$ cat src/rtl/hocp_pkg.sv
package hocp_pkg;
  localparam int unsigned ST_W = 3;

  typedef enum logic [ST_W-1:0] {
    ST_IDLE   = 3'd0,
    ST_WARN   = 3'd1,
    ST_LATCH  = 3'd2,
    ST_DRAIN  = 3'd3,
    ST_CHARGE = 3'd4
  } fault_st_e;
endpackage

$ cat src/rtl/hocp_sync.sv
module hocp_sync #(
  parameter int unsigned W      = 3,
  parameter int unsigned STAGES = 2
) (
  input  logic         clk,
  input  logic         rst_n,
  input  logic [W-1:0] d_i,
  output logic [W-1:0] q_o
);
  logic [W-1:0] pipe [STAGES];

  for (genvar g = 0; g < STAGES; g++) begin : g_stage
    always_ff @(posedge clk or negedge rst_n) begin
      if (!rst_n) begin
        pipe[g] <= '0;
      end else begin
        if (g == 0) pipe[g] <= d_i;
        else        pipe[g] <= pipe[(g == 0) ? 0 : g-1];
      end
    end
  end

  assign q_o = pipe[STAGES-1];
endmodule

$ cat src/rtl/hocp_cyc_sampler.sv
module hocp_cyc_sampler #(
  parameter int unsigned N = 2
) (
  input  logic         clk,
  input  logic         rst_n,
  input  logic         arm_i,
  input  logic         cyc_end_i,
  input  logic [N-1:0] flag_i,
  output logic         evt_o,
  output logic [N-1:0] seen_o
);
  logic [N-1:0] hit_q;

  for (genvar g = 0; g < N; g++) begin : g_flag
    always_ff @(posedge clk or negedge rst_n) begin
      if (!rst_n)         hit_q[g] <= 1'b0;
      else if (!arm_i)    hit_q[g] <= 1'b0;
      else if (cyc_end_i) hit_q[g] <= 1'b0;
      else if (flag_i[g]) hit_q[g] <= 1'b1;
    end
    assign seen_o[g] = hit_q[g] | flag_i[g];
  end

  assign evt_o = arm_i & cyc_end_i;
endmodule

$ cat src/rtl/hocp_fsm.sv
module hocp_fsm
  import hocp_pkg::*;
(
  input  logic      clk,
  input  logic      rst_n,
  input  logic      cyc_evt_i,
  input  logic      cyc_trip_i,
  input  logic      cyc_bo_i,
  input  logic      uvlo_s_i,
  input  logic      restart_s_i,
  input  logic      von_s_i,
  output fault_st_e state_o,
  output logic      sw_dis_o,
  output logic      gen_dis_o
);
  fault_st_e state_q, state_d;
  logic      sw_dis_q, gen_dis_q;

  always_comb begin
    state_d = state_q;
    unique case (state_q)
      ST_IDLE: if (cyc_evt_i) begin
        if (cyc_bo_i)        state_d = ST_LATCH;
        else if (cyc_trip_i) state_d = ST_WARN;
      end
      ST_WARN: if (cyc_evt_i) begin
        if (cyc_bo_i || cyc_trip_i) state_d = ST_LATCH;
        else                        state_d = ST_IDLE;
      end
      ST_LATCH:  if (uvlo_s_i)    state_d = ST_DRAIN;
      ST_DRAIN:  if (restart_s_i) state_d = ST_CHARGE;
      ST_CHARGE: if (von_s_i)     state_d = ST_IDLE;
      default:                    state_d = ST_IDLE;
    endcase
  end

  always_ff @(posedge clk or negedge rst_n) begin
    if (!rst_n) begin
      state_q   <= ST_IDLE;
      sw_dis_q  <= 1'b0;
      gen_dis_q <= 1'b0;
    end else begin
      state_q   <= state_d;
      sw_dis_q  <= (state_d == ST_LATCH) || (state_d == ST_DRAIN) || (state_d == ST_CHARGE);
      gen_dis_q <= (state_d == ST_LATCH) || (state_d == ST_DRAIN);
    end
  end

  assign state_o   = state_q;
  assign sw_dis_o  = sw_dis_q;
  assign gen_dis_o = gen_dis_q;
endmodule

$ cat src/rtl/hiccup_ocp_ctrl.sv
module hiccup_ocp_ctrl
  import hocp_pkg::*;
#(
  parameter int unsigned SYNC_STAGES = 2
) (
  input  logic            clk,
  input  logic            rst_n,
  input  logic            trip_i,
  input  logic            brownout_i,
  input  logic            cyc_end_i,
  input  logic            vcc_uvlo_i,
  input  logic            vcc_restart_i,
  input  logic            vcc_on_i,
  output logic            sw_disable_o,
  output logic            hvgen_disable_o,
  output logic [ST_W-1:0] fault_state_o
);
  localparam int unsigned N_SUP  = 3;
  localparam int unsigned N_CYCF = 2;

  logic [N_SUP-1:0]  sup_s;
  logic [N_CYCF-1:0] cyc_seen;
  logic              cyc_evt;
  logic              sw_dis;
  logic              gen_dis;
  fault_st_e         state;

  hocp_sync #(.W(N_SUP), .STAGES(SYNC_STAGES)) u_sync (
    .clk   (clk),
    .rst_n (rst_n),
    .d_i   ({vcc_on_i, vcc_restart_i, vcc_uvlo_i}),
    .q_o   (sup_s)
  );

  hocp_cyc_sampler #(.N(N_CYCF)) u_samp (
    .clk       (clk),
    .rst_n     (rst_n),
    .arm_i     (~sw_dis),
    .cyc_end_i (cyc_end_i),
    .flag_i    ({brownout_i, trip_i}),
    .evt_o     (cyc_evt),
    .seen_o    (cyc_seen)
  );

  hocp_fsm u_fsm (
    .clk         (clk),
    .rst_n       (rst_n),
    .cyc_evt_i   (cyc_evt),
    .cyc_trip_i  (cyc_seen[0]),
    .cyc_bo_i    (cyc_seen[1]),
    .uvlo_s_i    (sup_s[0]),
    .restart_s_i (sup_s[1]),
    .von_s_i     (sup_s[2]),
    .state_o     (state),
    .sw_dis_o    (sw_dis),
    .gen_dis_o   (gen_dis)
  );

  assign sw_disable_o    = sw_dis;
  assign hvgen_disable_o = gen_dis;
  assign fault_state_o   = state;
endmodule

$ cat config.mk
export PLATFORM = sky130hd
export DESIGN_NAME = hiccup_ocp_ctrl
export DESIGN_NICKNAME = d
export VERILOG_FILES = /design/src/rtl/hocp_pkg.sv /design/src/rtl/hocp_sync.sv /design/src/rtl/hocp_cyc_sampler.sv /design/src/rtl/hocp_fsm.sv /design/src/rtl/hiccup_ocp_ctrl.sv
export SDC_FILE = /design/constraint.sdc
export NUM_CORES = 1
export LEC_CHECK = 0
export ABC_AREA = 1
export BUFFER_PORTS_ARGS = -buffer_cell sky130_fd_sc_hd__buf_2
export CAP_MARGIN = 20
export CORE_AREA = 2 2 39 41
export CTS_CLUSTER_SIZE = 12
export DETAILED_ROUTE_END_ITERATION = 10
export DIE_AREA = 0 0 41 43
export HOLD_SLACK_MARGIN = 0.02
export PLACE_DENSITY = 0.62
export SLEW_MARGIN = 20
export SYNTH_ARGS = -nofsm -noshare
export SYNTH_HDL_FRONTEND = slang
export SYNTH_HIERARCHICAL = 1
export SYNTH_SLANG_ARGS = --single-unit
$ cat constraint.sdc
create_clock -name clk -period 2.1 [get_ports clk]
set_input_delay 0.105 -clock clk [delete_from_list [all_inputs] [get_ports clk]]
set_output_delay 0.105 -clock clk [all_outputs]
set_load 0.01 [all_outputs]
# Word-level counts from Yosys, hierarchy flattened
# Index checks and enable logic that the tools add are counted.
[word_totals]
reg_bits = 13
inputBits = 8
output_inout_bits = 5
elab_cells = 39
[op_classes]
eq_ne = 7
n_mux = 15
n_bitwise = 4
reduce_logical = 6
[op_table]
columns = ["cell", "n"]
rows = [
  ["3-bit 2-to-1 mux", 7],
  ["3-bit one-hot mux with 5 select lines", 1],
  ["3-bit by 2-bit equality test with 1-bit output (second input constant)", 4],
  ["3-bit equality test (second input constant)", 2],
  ["1-bit 2-to-1 mux", 6],
  ["3-bit nonzero test", 2],
  ["3-bit by 1-bit equality test with 1-bit output (second input constant)", 1],
  ["3-bit logical NOT", 1],
  ["1-bit logical OR", 3],
  ["2-bit 2-to-1 mux", 1],
  ["1-bit OR", 2],
  ["1-bit AND", 1],
  ["1-bit NOT", 1],
]

# Depth between registers and ports, before layout
[depth]
ltp_word = 8
depth_mapped = 8
mapped_depth_nobuf = 8

# Hierarchy
# The synthesis kept the hierarchy.
[by_module_without_submodules]
columns = ["module", "n_inst", "cells_per_inst", "area_each_um2", "seq_area_each_um2"]
rows = [
  ["hocp_fsm", 1, 40, 277.8, 125.1],
  ["hocp_sync", 1, 9, 172.7, 150.1],
  ["hocp_cyc_sampler", 1, 12, 87.6, 50.0],
  ["hiccup_ocp_ctrl", 1, 1, 3.8, 0.0],
]

# Worst setup path after synthesis
# Ideal clock, no wire load.
[synth_timing]
kind = "reg2reg"
from = "register u_fsm.sw_dis_q (netlist: u_fsm/sw_dis_o)"
to = "register u_fsm.sw_dis_q (netlist: u_fsm/sw_dis_o)"
setup_ns = 0.128
arrival_ns = 0.904
required_ns = 1.972
slack_ns = 1.068
path_stages_with_launch = 9
period_less_slack_ns = 1.032
path_cell_list = "dfrtp_1 -> inv_1 -> nand2_1 -> inv_1 -> nand2_1 -> nand2_1 -> o21ai_0 -> nand2_1 -> nand3_1"
[synth_between]
elab_chain_cells = 7
word_cells_on_any_way = 10
classes_between = "eq/ne: 3; mux: 3; bitwise: 2; reduce/logical: 2"
[synth_rtl]
columns = ["element", "line", "source"]
rows = [
  ["from (decl)", "hocp_fsm.sv:17", "logic sw_dis_q, gen_dis_q;"],
  ["from (signal assigned)", "hocp_fsm.sv:44", "sw_dis_q <= (state_d == ST_LATCH) || (state_d == ST_DRAIN) || (state_d == ST_CHARGE);"],
  ["1-bit NOT (*)", "hiccup_ocp_ctrl.sv:38", ".arm_i (~sw_dis),"],
  ["1-bit AND (*)", "hocp_cyc_sampler.sv:24", "assign evt_o = arm_i & cyc_end_i;"],
  ["named net cyc_evt", "hiccup_ocp_ctrl.sv:23", "logic cyc_evt;"],
  ["3-bit 2-to-1 mux (on tied branches)", "hocp_fsm.sv:26, hocp_fsm.sv:22", ""],
  ["3-bit one-hot mux with 5 select lines (*)", "hocp_fsm.sv:21", "unique case (state_q)"],
  ["3-bit by 2-bit equality test with 1-bit output", "hocp_fsm.sv:44", ""],
  ["1-bit logical OR", "hocp_fsm.sv:44", ""],
  ["1-bit logical OR (*)", "hocp_fsm.sv:44", ""],
]
# Mark *: on every way through the listed nets, which the timed path passes. The rest lies on a longest branch.
# A chain may end at the register's enable or synchronous reset.

# Worst setup path in the final report
[layout_timing]
from = "register u_samp.hit_q[0]"
to = "register u_fsm.sw_dis_q (netlist: u_fsm/sw_dis_o)"
[layout_between]
elab_chain_cells = 8
word_cells_on_any_way = 13
classes_between = "eq/ne: 3; mux: 6; bitwise: 1; reduce/logical: 3"
[layout_rtl]
columns = ["element", "line", "source"]
rows = [
  ["from (decl)", "hocp_cyc_sampler.sv:12", "logic [N-1:0] hit_q;"],
  ["from (signal, indexed assignment)", "hocp_cyc_sampler.sv:16", "if (!rst_n) hit_q[g] <= 1'b0;"],
  ["from (signal, indexed assignment)", "hocp_cyc_sampler.sv:17", "else if (!arm_i) hit_q[g] <= 1'b0;"],
  ["from (signal, indexed assignment)", "hocp_cyc_sampler.sv:18", "else if (cyc_end_i) hit_q[g] <= 1'b0;"],
  ["1-bit OR (*)", "hocp_cyc_sampler.sv:21", "assign seen_o[g] = hit_q[g] | flag_i[g];"],
  ["named net cyc_seen[0]", "hiccup_ocp_ctrl.sv:22", "logic [N_CYCF-1:0] cyc_seen;"],
  ["3-bit 2-to-1 mux or 1-bit logical OR (tied branches)", "hocp_fsm.sv:24, hocp_fsm.sv:27", ""],
  ["3-bit 2-to-1 mux or 2-bit 2-to-1 mux (tied branches)", "hocp_fsm.sv:23, hocp_fsm.sv:27", ""],
  ["3-bit 2-to-1 mux (on tied branches)", "hocp_fsm.sv:22, hocp_fsm.sv:26", ""],
  ["3-bit one-hot mux with 5 select lines (*)", "hocp_fsm.sv:21", ""],
  ["3-bit by 2-bit equality test with 1-bit output", "hocp_fsm.sv:44", ""],
  ["1-bit logical OR", "hocp_fsm.sv:44", ""],
  ["1-bit logical OR (*)", "hocp_fsm.sv:44", ""],
]
# Marks and branches as above.

==> results.md <==
- DPL Wire Length: 635 um
- Routed WL per cell: 9.29 um
- Fin Setup TNS: 0 ns
- Die area: 1760 sq um
- Initial core utilization: 39.2%
- Sequential share of the synthesized area: 60.0%
- Status: complete, no violations
- Post-CTS Resized: 0
- CTS root buffer: clkbuf_4
- Final Cycle Share: 53.4%
- Die H: 43 um
- Initial DRT Pass Iterations: 4
- Routed via count: 429
- Pins over their slew limit: 0
- Worst-Margin Slew: 0.285 ns
- Worst setup EP type: flip-flop
- First DRT Iteration DRCs: 2
- FF-to-FF End: u_fsm/sw_dis_o
- Commonest cells after routing, fill and taps aside: 13 x inv_1, 13 x dfrtp_1, 12 x buf_2, 11 x nand2_1, 10 x nor2_1
- Skew final: 0.00256 ns
- Crit-path cells: nor2_1, inv_1, o21ai_0, nor2_1, nor2_2, nand3_1
- R2R depth: 6
- Worst R2R Setup Slack: 0.98 ns
- Avg Cell Area, Syn: 8.74 sq um
- Critical Path End: u_fsm/sw_dis_o
- TritonCTS clock tree: yes
- Largest net degree at the start of global routing: 14
- Met3 WL: 34 um
- Critical Path Fanout Max: 3
- WL met1: 420 um
- Area grow syn2layout: 22.9%
- Antenna violations before repair: 0
- Maximum root-to-sink buffer count: 2
- CP bufs+invs: 1
- Grt total ovfl: 0
- Total track usage: 13.3%
- Delay-heaviest family, CP: simple AND/OR/NAND/NOR gates
- Vias in the first global route: 412
- CTS H-tree depth: 1
- Clock-pin slew on the worst setup and hold paths: 0.07 ns
- Worst path required time: 2.25 ns
- Fmax: 892 MHz
- Layout cells sized above 1: 20.3%
- Routed wl met2: 390 um
- # DRC: 0
- Critical setup path kind: reg2reg
- Drt via density: 4.52
- Final nets: 88
- IO Pins: 13
- Cell repeated most along the worst path: nor2_1
- CP peak stage delay: 0.37 ns
- Placeable Area: 1380 sq um
- Worst Hold Class: in2reg
- Max layer used: met4
- Worst setup startpoint: u_samp/hit_q[0]
- Final Core Density: 48.1%
- CTS sink count: 13
- Die width: 41 um
- Total wire length: 883 um
- R2R Path Start: u_samp/hit_q[0]
- P_leak: 0.371 nW
- Max rail drop VDD: 612 uV
- Slowest CP cell: dfrtp_1
- Rel. slew slack: 81.0%
- Clk_lat worst skew: 0.27 ns
- Post-CTS setup buffer count: 0
- Fin crit period: 1.12 ns
- Number of library cell types mapped by synthesis: 11
- RePlAce Congestion: 0.720
- WP data arrival: 1.27 ns
- Port Buffers: 12
- Pwr Density: 1170 nW/um^2
- Mapped Cells: 62
- Inserted Clock Buffers: 3
- Overall Power: 0.000779 W
- Final hold violations: 0
- Ant diodes: 0
- Cts-stage hold buffer count: 4
- Post-Syn Area: 542 sq um
- Maxcap violations: 0
- RSZ-0062 raised after global routing: false
- CP Depth: 6
- Setup Viol. Count Final: 0
- Startpoint class of the critical path: flip-flop
- Row count: 14
- Synth warn: 6
- Mapped Nets: 70
- Seq cells post-synth: 13
- Antenna viol nets, final: 0
- First-pass GRT wire length: 1.46 mm
==> report_power, final <==
part	internal [W]	switching, W	total (W)
logic	0.000109	0.000158	0.000266
clock network	0.0000736	0.0000775	0.000151
registers	0.000309	0.0000527	0.000362
==> layout make-up <==
cell class                 count  area [sq um]
clock buffer                   4          26.3
fill                         139           718
inverter                      13          48.8
multi-input combinational     33           145
sequential                    13           325
tap                           16          20.0
timing repair buffer          16           100
==> metrics by stage <==
step | hold WS, ns | worst slack, ns | area (sq um) | instances
2_1_floorplan | -0.191 | 1.07 | 542 | 62
3_3_place_gp | 0.00745 | 1.03 | 599 | 87
3_5_place_dp | 0.00874 | 0.986 | 599 | 87
4_1_cts | 0.0770 | 0.972 | 666 | 95
5_1_grt | 0.125 | 0.884 | 666 | 95
6_report | 0.0791 | 0.979 | 666 | 95
==> registers in the layout (all words and copies together), names as in the netlist <==
name / count
u_fsm/state_o: 3
u_sync/q_o: 3
u_fsm/gen_dis_o: 1
u_samp/hit_q: 2
u_fsm/sw_dis_o: 1
u_sync/pipe: 3
==> cells in the mapped netlist <==
cell      count  share of area (%)
dfrtp_1      13                 60
inv_1        13                9.0
nand2_1      11                7.6
nor2_1       10                6.9
nand3_1       5                4.6
buf_4         3                4.2
nand4_1       2                2.3
o21ai_0       2                1.8
a21oi_1       1               0.92
nand3b_1      1                1.4
nor2_2        1                1.2
==> how the worst min path moves through the flow <==
| stage | end | cells past startpoint | slack (ns) | start |
|---|---|---|---|---|
| 6_report | u_samp/hit_q[1] | 3 | 0.08 | brownout_i |
| 4_1_cts | u_samp/hit_q[1] | 4 | 0.08 | cyc_end_i |
| 2_1_floorplan | u_fsm/gen_dis_o | 0 | -0.19 | rst_n |
| 3_3_place_gp | u_fsm/state_o[0] | 1 | 0.007 | rst_n |
| 3_5_place_dp | u_fsm/state_o[0] | 1 | 0.009 | rst_n |
| 5_1_grt | u_samp/hit_q[0] | 3 | 0.13 | trip_i |
==> worst min-delay path, delay by kind of cell <==
kind	cells	cell delay, ns
AND/OR/NAND/NOR	2	0.13
buffers and inverters	1	0.08
==> cell families (layout without fill, tap and decap cells) <==
kind of cell | Yosys count | in the layout | synth area share, %
flip-flops | 13 | 13 | 60.0
AO/OA/AOI/OAI | 3 | 3 | 2.77
buffers and inverters | 16 | 33 | 13.2
AND/OR/NAND/NOR | 30 | 30 | 24.0
==> per-layer routing <==
metal  up-vias  global-route usage (%)
met5         -                       0
met2        12                    19.7
met3         7                    4.71
met4         0                    10.0
met1       191                    14.6
li1        219                       -
Note: power is estimated with default switching activity, not from simulation.
